**src/rtl/refgen_pkg.sv**
```systemverilog
package refgen_pkg;

  localparam int unsigned NUM_RATES = 12;

  // Reference rate in Hz for each valid code; 1 for unused codes so that
  // constant divisions never divide by zero.
  function automatic int unsigned rate_hz(input logic [3:0] code);
    case (code)
      4'd0:    rate_hz = 100000;
      4'd1:    rate_hz = 50000;
      4'd2:    rate_hz = 25000;
      4'd3:    rate_hz = 15000;
      4'd4:    rate_hz = 12500;
      4'd5:    rate_hz = 10000;
      4'd6:    rate_hz = 9000;
      4'd7:    rate_hz = 6250;
      4'd8:    rate_hz = 5000;
      4'd9:    rate_hz = 3125;
      4'd10:   rate_hz = 3000;
      4'd11:   rate_hz = 1000;
      default: rate_hz = 1;
    endcase
  endfunction

  function automatic int unsigned max2(input int unsigned a, input int unsigned b);
    max2 = (a > b) ? a : b;
  endfunction

endpackage

```
**src/rtl/ref_divider.sv**
```systemverilog
module ref_divider
  import refgen_pkg::*;
#(
  parameter int unsigned XTAL_A_HZ = 4500000,
  parameter int unsigned XTAL_B_HZ = 7200000,
  parameter int unsigned DIV_W     = 13
) (
  input  logic       clk,
  input  logic       rst_n,
  input  logic       xtal_sel,
  input  logic [3:0] code,
  output logic       ref_pulse
);

  logic [DIV_W-1:0] tab_a [16];
  logic [DIV_W-1:0] tab_b [16];

  genvar g;
  generate
    for (g = 0; g < 16; g++) begin : g_tab
      if (g < NUM_RATES) begin : g_used
        assign tab_a[g] = DIV_W'(XTAL_A_HZ / rate_hz(4'(g)));
        assign tab_b[g] = DIV_W'(XTAL_B_HZ / rate_hz(4'(g)));
      end else begin : g_unused
        assign tab_a[g] = '0;
        assign tab_b[g] = '0;
      end
    end
  endgenerate

  logic             run_q, run_d;
  logic [DIV_W-1:0] cnt_q, cnt_d;
  logic [DIV_W-1:0] div_q, div_d;
  logic             code_ok;
  logic [DIV_W-1:0] lut_div;
  logic             at_end;
  logic             st_en;

  assign code_ok = (code < 4'(NUM_RATES));
  assign lut_div = xtal_sel ? tab_b[code] : tab_a[code];
  assign at_end  = run_q && (cnt_q == div_q - 1'b1);

  always_comb begin
    run_d = run_q;
    cnt_d = cnt_q;
    div_d = div_q;
    st_en = 1'b1;
    if (!run_q) begin
      st_en = code_ok;
      if (code_ok) begin
        run_d = 1'b1;
        div_d = lut_div;
        cnt_d = '0;
      end
    end else if (at_end) begin
      cnt_d = '0;
      div_d = lut_div;
      run_d = code_ok;
    end else begin
      cnt_d = cnt_q + 1'b1;
    end
  end

  always_ff @(posedge clk or negedge rst_n) begin
    if (!rst_n) begin
      run_q <= 1'b0;
      cnt_q <= '0;
      div_q <= '0;
    end else if (st_en) begin
      run_q <= run_d;
      cnt_q <= cnt_d;
      div_q <= div_d;
    end
  end

  assign ref_pulse = at_end;

  assert_cnt_in_period_R5: assert property (@(posedge clk) disable iff (!rst_n)
    run_q |-> (cnt_q < div_q));

  assert_pulse_one_wide_R5: assert property (@(posedge clk) disable iff (!rst_n)
    ref_pulse |=> !ref_pulse);

  assert_div_held_R6: assert property (@(posedge clk) disable iff (!rst_n)
    (run_q && !at_end) |=> $stable(div_q));

  assert_inhibit_quiet_R4: assert property (@(posedge clk) disable iff (!rst_n)
    (ref_pulse && !code_ok) |=> (!ref_pulse && !run_q));

endmodule

```
**src/rtl/timebase_gen.sv**
```systemverilog
module timebase_gen #(
  parameter int unsigned PER_A = 562500,
  parameter int unsigned PER_B = 900000,
  parameter int unsigned TB_W  = 20
) (
  input  logic clk,
  input  logic rst_n,
  input  logic xtal_sel,
  output logic tb_wave
);

  localparam int unsigned HI_A = (PER_A * 2) / 5;
  localparam int unsigned HI_B = (PER_B * 2) / 5;
  localparam int unsigned PER_MAX = (PER_A > PER_B) ? PER_A : PER_B;

  logic [TB_W-1:0] cnt_q, cnt_d;
  logic [TB_W-1:0] last_idx;
  logic [TB_W-1:0] hi_len;

  assign last_idx = xtal_sel ? TB_W'(PER_B - 1) : TB_W'(PER_A - 1);
  assign hi_len   = xtal_sel ? TB_W'(HI_B) : TB_W'(HI_A);

  always_comb begin
    if (cnt_q >= last_idx) cnt_d = '0;
    else                   cnt_d = cnt_q + 1'b1;
  end

  always_ff @(posedge clk or negedge rst_n) begin
    if (!rst_n) cnt_q <= '0;
    else        cnt_q <= cnt_d;
  end

  assign tb_wave = (cnt_q < hi_len);

  assert_tb_cnt_bound_R8: assert property (@(posedge clk) disable iff (!rst_n)
    cnt_q < TB_W'(PER_MAX));

  assert_tb_starts_high_R8: assert property (@(posedge clk) disable iff (!rst_n)
    (cnt_q == '0) |-> tb_wave);

endmodule

```
**src/rtl/refgen_top.sv**
```systemverilog
module refgen_top
  import refgen_pkg::*;
#(
  parameter int unsigned XTAL_A_HZ = 4500000,
  parameter int unsigned XTAL_B_HZ = 7200000,
  parameter int unsigned TB_HZ     = 8,
  parameter int unsigned TB_PER_A  = XTAL_A_HZ / TB_HZ,
  parameter int unsigned TB_PER_B  = XTAL_B_HZ / TB_HZ
) (
  input  logic       clk,
  input  logic       rst_n,
  input  logic       xtal_sel,
  input  logic [3:0] ref_code,
  input  logic       tb_en,
  input  logic       port1_d,
  output logic       ref_pulse,
  output logic       port1_o
);

  localparam int unsigned MAX_DIV = max2(XTAL_A_HZ, XTAL_B_HZ) / 1000;
  localparam int unsigned DIV_W   = $clog2(MAX_DIV + 1);
  localparam int unsigned TB_W    = $clog2(max2(TB_PER_A, TB_PER_B) + 1);

  logic tb_wave;
  logic port_q, port_d;

  ref_divider #(
    .XTAL_A_HZ (XTAL_A_HZ),
    .XTAL_B_HZ (XTAL_B_HZ),
    .DIV_W     (DIV_W)
  ) u_div (
    .clk       (clk),
    .rst_n     (rst_n),
    .xtal_sel  (xtal_sel),
    .code      (ref_code),
    .ref_pulse (ref_pulse)
  );

  timebase_gen #(
    .PER_A (TB_PER_A),
    .PER_B (TB_PER_B),
    .TB_W  (TB_W)
  ) u_tb (
    .clk      (clk),
    .rst_n    (rst_n),
    .xtal_sel (xtal_sel),
    .tb_wave  (tb_wave)
  );

  always_comb begin
    port_d = tb_en ? tb_wave : port1_d;
  end

  always_ff @(posedge clk or negedge rst_n) begin
    if (!rst_n) port_q <= 1'b0;
    else        port_q <= port_d;
  end

  assign port1_o = port_q;

  assert_port_follows_R10: assert property (@(posedge clk) disable iff (!rst_n)
    !tb_en |=> (port1_o == $past(port1_d)));

  assert_port_shows_tb_R9: assert property (@(posedge clk) disable iff (!rst_n)
    tb_en |=> (port1_o == $past(tb_wave)));

endmodule

```
**config.mk**
```make
export PLATFORM = sky130hd
export DESIGN_NAME = refgen_top
export DESIGN_NICKNAME = d
export VERILOG_FILES = /design/src/rtl/refgen_pkg.sv /design/src/rtl/ref_divider.sv /design/src/rtl/timebase_gen.sv /design/src/rtl/refgen_top.sv
export SDC_FILE = /design/constraint.sdc
export NUM_CORES = 1
export LEC_CHECK = 0
export ABC_AREA = 1
export BUFFER_PORTS_ARGS = -buffer_cell sky130_fd_sc_hd__buf_4
export CORE_UTILIZATION = 30
export DETAILED_ROUTE_END_ITERATION = 12
export GPL_ROUTABILITY_DRIVEN = 0
export SKIP_CTS_REPAIR_TIMING = 1
export SLEW_MARGIN = 30
export SYNTH_ARGS = -nofsm -noshare
export SYNTH_HDL_FRONTEND = slang
export SYNTH_HIERARCHICAL = 1
export SYNTH_SLANG_ARGS = --single-unit
```
**constraint.sdc**
```tcl
create_clock -name clk -period 3.6 [get_ports clk]
set_input_delay 0.18 -clock clk [delete_from_list [all_inputs] [get_ports clk]]
set_output_delay 0.18 -clock clk [all_outputs]
set_load 0.05 [all_outputs]
```
* Yosys cells after proc, flatten, opt, wreduce, memory -nomap -nowiden
Memory sizes are Yosys's and may differ from the RTL's.
Index checks and enable logic that the tools add are counted.
Widths: inputs -> output; s select.
** Word-level totals
- Bits of input ports :: 9
- Output and inout bits :: 2
- Latch bits :: 0
- Memories :: 2
- Word-level logic and storage cells :: 40
- ROM bits :: 416
- Register bits after elaboration :: 48
- Bits in writable memories :: 0
** Memory list
- (name not given) :: depth 16, bits a word 13, rd ports 1, clocked after Yosys merged registers in 0, write ports 0, RTL line ref_divider.sv:40 : assign lut_div = xtal_sel ? tab_b[code] : tab_a[code];
- (name not given) :: depth 16, bits a word 13, rd ports 1, clocked after Yosys merged registers in 0, write ports 0, RTL line ref_divider.sv:40
** Cells by class
- $mul :: 0
- Eq/ne operators :: 2
- $lt $le $gt $ge :: 4
- Reductions and logical operators :: 4
- Shift-type cells :: 0
- Add/subtract/negate cells :: 3
- Div/mod/pow operators :: 0
- Bitwise logic cells :: 1
- Multiplexer cells :: 19
** Operator list (number)
- $mux 13 :: 11
- $mux 19 :: 2
- $add 20x1->20 const B :: 1
- $ge 20x20->1 :: 1
- $lt 20x20->1 :: 1
- $mux 20 :: 1
- $add 13x1->13 const B :: 1
- $eq 13x13->1 :: 1
- $sub 13x1->13 const B :: 1
- $ge 5x5->1 const B :: 1
- $mux 1 :: 5
- $not 4->5 :: 1
- $lt 4x4->1 const B :: 1
- $reduce_and 3->1 :: 1
- $ne 2x2->1 const B :: 1
- $reduce_and 2->1 :: 1
- $reduce_bool 2->1 :: 1
- $logic_and 1x1->1 :: 1

* Longest topological paths before layout
- Depth after elaboration :: 7
- Gate-level depth with buffers :: 16
- Depth with buffers taken out :: 15

* Modules after synthesis
Netlist, hierarchy kept.
** Modules (own cells, without submodules)
- ref_divider :: seq. area each 675.6 um^2, area each 2118.3 um^2, cells each 312, times used 1
- timebase_gen :: seq. area each 500.5 um^2, area each 1520.2 um^2, cells each 207, times used 1
- refgen_top :: seq. area each 25.0 um^2, area each 40.0 um^2, cells each 5, times used 1

* Worst setup path after synthesis
OpenSTA, ideal clock, no wires.
- Path type :: register to output
- Start :: reg u_div.div_q[0]
- End :: out ref_pulse
- Stages on the path, launching flop included :: 10
- Data required time :: 3.420 ns
- Path slack :: 1.379 ns
- Arrival :: 2.041 ns
- Path buffers :: 0
- Cell sequence :: dfrtp_1 -> inv_1 -> ha_1 -> nand2_2 -> nor2_4 -> xor2_1 -> nand2_1 -> nor2_1 -> nand3_2 -> nor2_1
** Between the ends
- Longest elaborated chain between the ends :: 3
** Ends and longest elaborated chain
- start, declared :: RTL line ref_divider.sv:33 : logic [DIV_W-1:0] div_q, div_d;
- start signal, assigned :: RTL line ref_divider.sv:72 : div_q <= div_d;
- $sub 13x1->13 :: RTL line ref_divider.sv:41 : assign at_end = run_q && (cnt_q == div_q - 1'b1);
- $eq 13x13->1 :: RTL line ref_divider.sv:41
- $logic_and 1x1->1 :: RTL line ref_divider.sv:41
- end, declared :: RTL line refgen_top.sv:16 : output logic ref_pulse,
No other way between the ends.

* Worst setup path in the final report
Same ends and word-level chain as after synthesis.

==> metrics list <==
- The run finished with clean final reports.
* GRT Total Usage: 13.8%
* Remaining Overflow, GRT: 0
- Hold violation count in the final report: 0
- Total chip power: 2.08 mW
- Leaving out fill and tap cells, the most frequent cell in the layout is sky130_fd_sc_hd__nand2_1.
- Sinks on Clock Net: 48
- Antenna violations before repair: 0
- Setup skew after layout: about 0.0041 ns
- After detailed routing, the average wire length per cell comes to about 12 um.
- IR analysis of the VDD net gives a maximum drop of 0.179 mV.
* Total of fill cells in the finished design: 1258
- After synthesis, the cell types taking the most area are sky130_fd_sc_hd__dfrtp_1 (33%), sky130_fd_sc_hd__nand2_1 (15%), sky130_fd_sc_hd__ha_1 (9.5%).
- Once the floorplan was initialized, standard cells occupied 30.8% of the core.
* Mux cell area share after synthesis: 0.272%
- Area growth from synthesis to layout: 9.35%
- Synth Net Count: 561
- Measured against its own limit, the worst slew margin works out to 44.2%.
- In this run the core area contains 40 standard-cell rows.
- After Yosys synthesis, XOR and XNOR cells account for 6.67% of the synthesized area.
* Data required time of the worst path: 3.42 ns
- Basic-gate share of the synthesized area counting and, or, nand and nor cells: 34.6%
* CTS H-tree lvls: 2
* Chip Width: around 110 um
* Synth Area in Adders: under 10%
- The finished cells cover 4020 sq um.
- The floorplan step defined a die boundary enclosing around 13000 sq um.
- Fraction of synthesized cell area taken by the top area cell type: 32.7%
- ANT cells: 0
* Maximum number of pins on one net before global-route repair: 49
- Pwr per Cell Area: 516 nW/um^2
* Synthesized flop and latch total: 48
* Final sum of negative setup slack: 0 ns
- Setup violations remaining at the end of the flow were counted as 0.
* Peak Freq: around 0.42 GHz
* Cell variety after synth: 34
- Top library cells by usage in the layout, fill and taps aside: sky130_fd_sc_hd__nand2_1 (143), sky130_fd_sc_hd__nor2_1 (67), sky130_fd_sc_hd__inv_1 (58)
- Number of buffers created by CTS: 5
* LEAKAGE: a little over 2 nW
- Max-cap violations: 0
* Main combinational cell family by area after synthesis: simple AND/OR/NAND/NOR gates
* Register area share after synthesis: 32.7%
- Of all nets on the critical path, the largest fanout is 6.
- Post-route minimum period: 2.38 ns
- Antenna viol nets, final: 0
- Top Ports: 11
* Share of the synthesized area in compound gates (AO/OA/AOI/OAI): 7.79%
- The critical path is of the reg -> out type.
* CTS tree: done
* Biggest area consumer among synthesized cells: sky130_fd_sc_hd__dfrtp_1
* Root buffer selected by CTS: sky130_fd_sc_hd__clkbuf_16
* Number of buffers on the longest clock path: 2
- Dividing the detail-routed via count by the number of cells gives 4.79.
* Drt first pass iters: 4
- During placement, the flow inserted port buffers numbering 10.
* Clock transition at the registers of the reported paths: roughly 0.070 ns
- The average instance in the mapped netlist occupies 7.02 sq um.
* Sort of element at the end of the critical path: primary output
* Die height: 113 um
* Number of nets in the final layout: 567
- Post-synthesis cell count: roughly 520
- First-pass GRT wire length: 14.2 mm
- In the routed design, unresolved DRC markers number 0.
- Standard cell core area: 12000 sq um
* Minimum setup slack in the final design: 1.22 ns
* Final Util: 33.6%
- At the pin with the least slew margin, the transition time is 0.835 ns.
* Post-Syn Area: 3680 sq um
- Unrepaired setup endpoints after global routing: no
- Overall routed net length: 8.32 mm
- The via count of the first global-routing pass is a little over 3000.
* Placed standard-cell area: approximately 3900 sq um
- Number of DRC markers in iteration 0: around 240
- At the placement stage, the worst setup path has a slack of about 1.1 ns.
- Data on the critical path arrives at its endpoint at 2.20 ns.
- Clock network latency to the later pin of the worst-skew pair: between 0.2 and 0.3 ns
* Placed wire-length estimate: 6.23 mm
- Nature of the critical path startpoint: flip-flop
- The number of pins exceeding their max-slew limit in the final report is 0.
- Detailed routing inserted a total of 3251 vias.
- During synthesis, Yosys emitted a total of 6 warnings.
* Fraction of layout instances using a drive strength above 1: 7.91%
- The path class of the tightest hold or removal check is in -> reg.
* Final critical-path share of the clock period: around 66%
## cell usage after synthesis, drive strengths merged
cell type and count:
o21ai 16, and2 1, xor2 21, nor3 5, xnor2 7, nor2 78
a21oi 17, nand2 150, mux2i 1, nand3b 1, clkbuf 6, o31ai 1
a21boi 1, o22ai 10, inv 62, nand4 9, o21bai 3, a31oi 1
clkinv 2, ha 28, nor4 1, dfrtp 48, nand3 47, o211ai 2
buf 6
## final timing paths
path | endpoint | slack (ns) | cells after the start | startpoint
setup reg to reg | u_div/div_q[4] | 1.31 | 12 | u_div/div_q[0]
hold reg to reg | u_tb/cnt_q[0] | 0.49 | 1 | u_tb/cnt_q[0]
min in group asynchronous | u_div/cnt_q[3] | 0.45 | 2 | rst_n
max in group asynchronous | u_tb/cnt_q[18] | 2.74 | 2 | rst_n
setup / recovery | ref_pulse | 1.22 | 10 | u_div/div_q[0]
hold / removal | port1_o | 0.08 | 3 | port1_d
## sequential cells by signal (all words and copies together), names as in the netlist
register and cells:
u_tb/cnt_q 20, u_div/cnt_q 13, u_div/div_q 13, port1_o 1, u_div/run_q 1
## critical path: stages (launching register included)
cell                      delay (ns)
sky130_fd_sc_hd__dfrtp_1        0.41
sky130_fd_sc_hd__inv_1          0.10
sky130_fd_sc_hd__ha_1           0.28
sky130_fd_sc_hd__nand2_2        0.11
sky130_fd_sc_hd__nor2_4         0.17
sky130_fd_sc_hd__xor2_1         0.15
sky130_fd_sc_hd__nand2_1        0.07
sky130_fd_sc_hd__nor2_1         0.14
sky130_fd_sc_hd__nand3_2        0.13
sky130_fd_sc_hd__nor2_1         0.13
sky130_fd_sc_hd__buf_4          0.21
## area by class of cell
class	instances	area, sq um	area share [%]
Clock buffer	5	125	3.11
Multi-Input combinational cell	400	2160	53.8
Inverter	64	240	5.97
Timing Repair Buffer	11	85.1	2.12
Tap cell	147	184	4.57
Sequential cell	48	1200	29.9
Clock inverter	3	22.5	0.560
## routing by layer
layer / GRT usage [%] / up-vias / share of wire [%]
li1: - / 1682 / -
met1: 17.1 / 1520 / 47
met5: 0 / - / 0
met2: 25.0 / 44 / 50
met3: 2.25 / 5 / 2.5
met4: 2.93 / 0 / 0.54
## report_power, final
part           switching, mW  total, mW  internal, mW
sequential             0.125      0.763         0.638
clock                  0.222      0.482         0.260
combinational          0.500      0.832         0.332
## per-stage QoR
stage                     cells  hold slack [ns]
after floorplan             524           -0.116
final                       678           0.0818
after global placement      669            0.246
after CTS                   677          -0.0697
after global routing        678           0.0985
after detailed placement    669            0.249
## cells by family after synthesis
logic type / count (synthesis)
adders and majority gates: 28
DFF: 48
AOI/OAI and AO/OA: 51
muxes: 1
and+or+nand+nor: 292
xor gates and xnor gates: 28
buffers and inverters: 76
(Power assumes the default switching activity.)
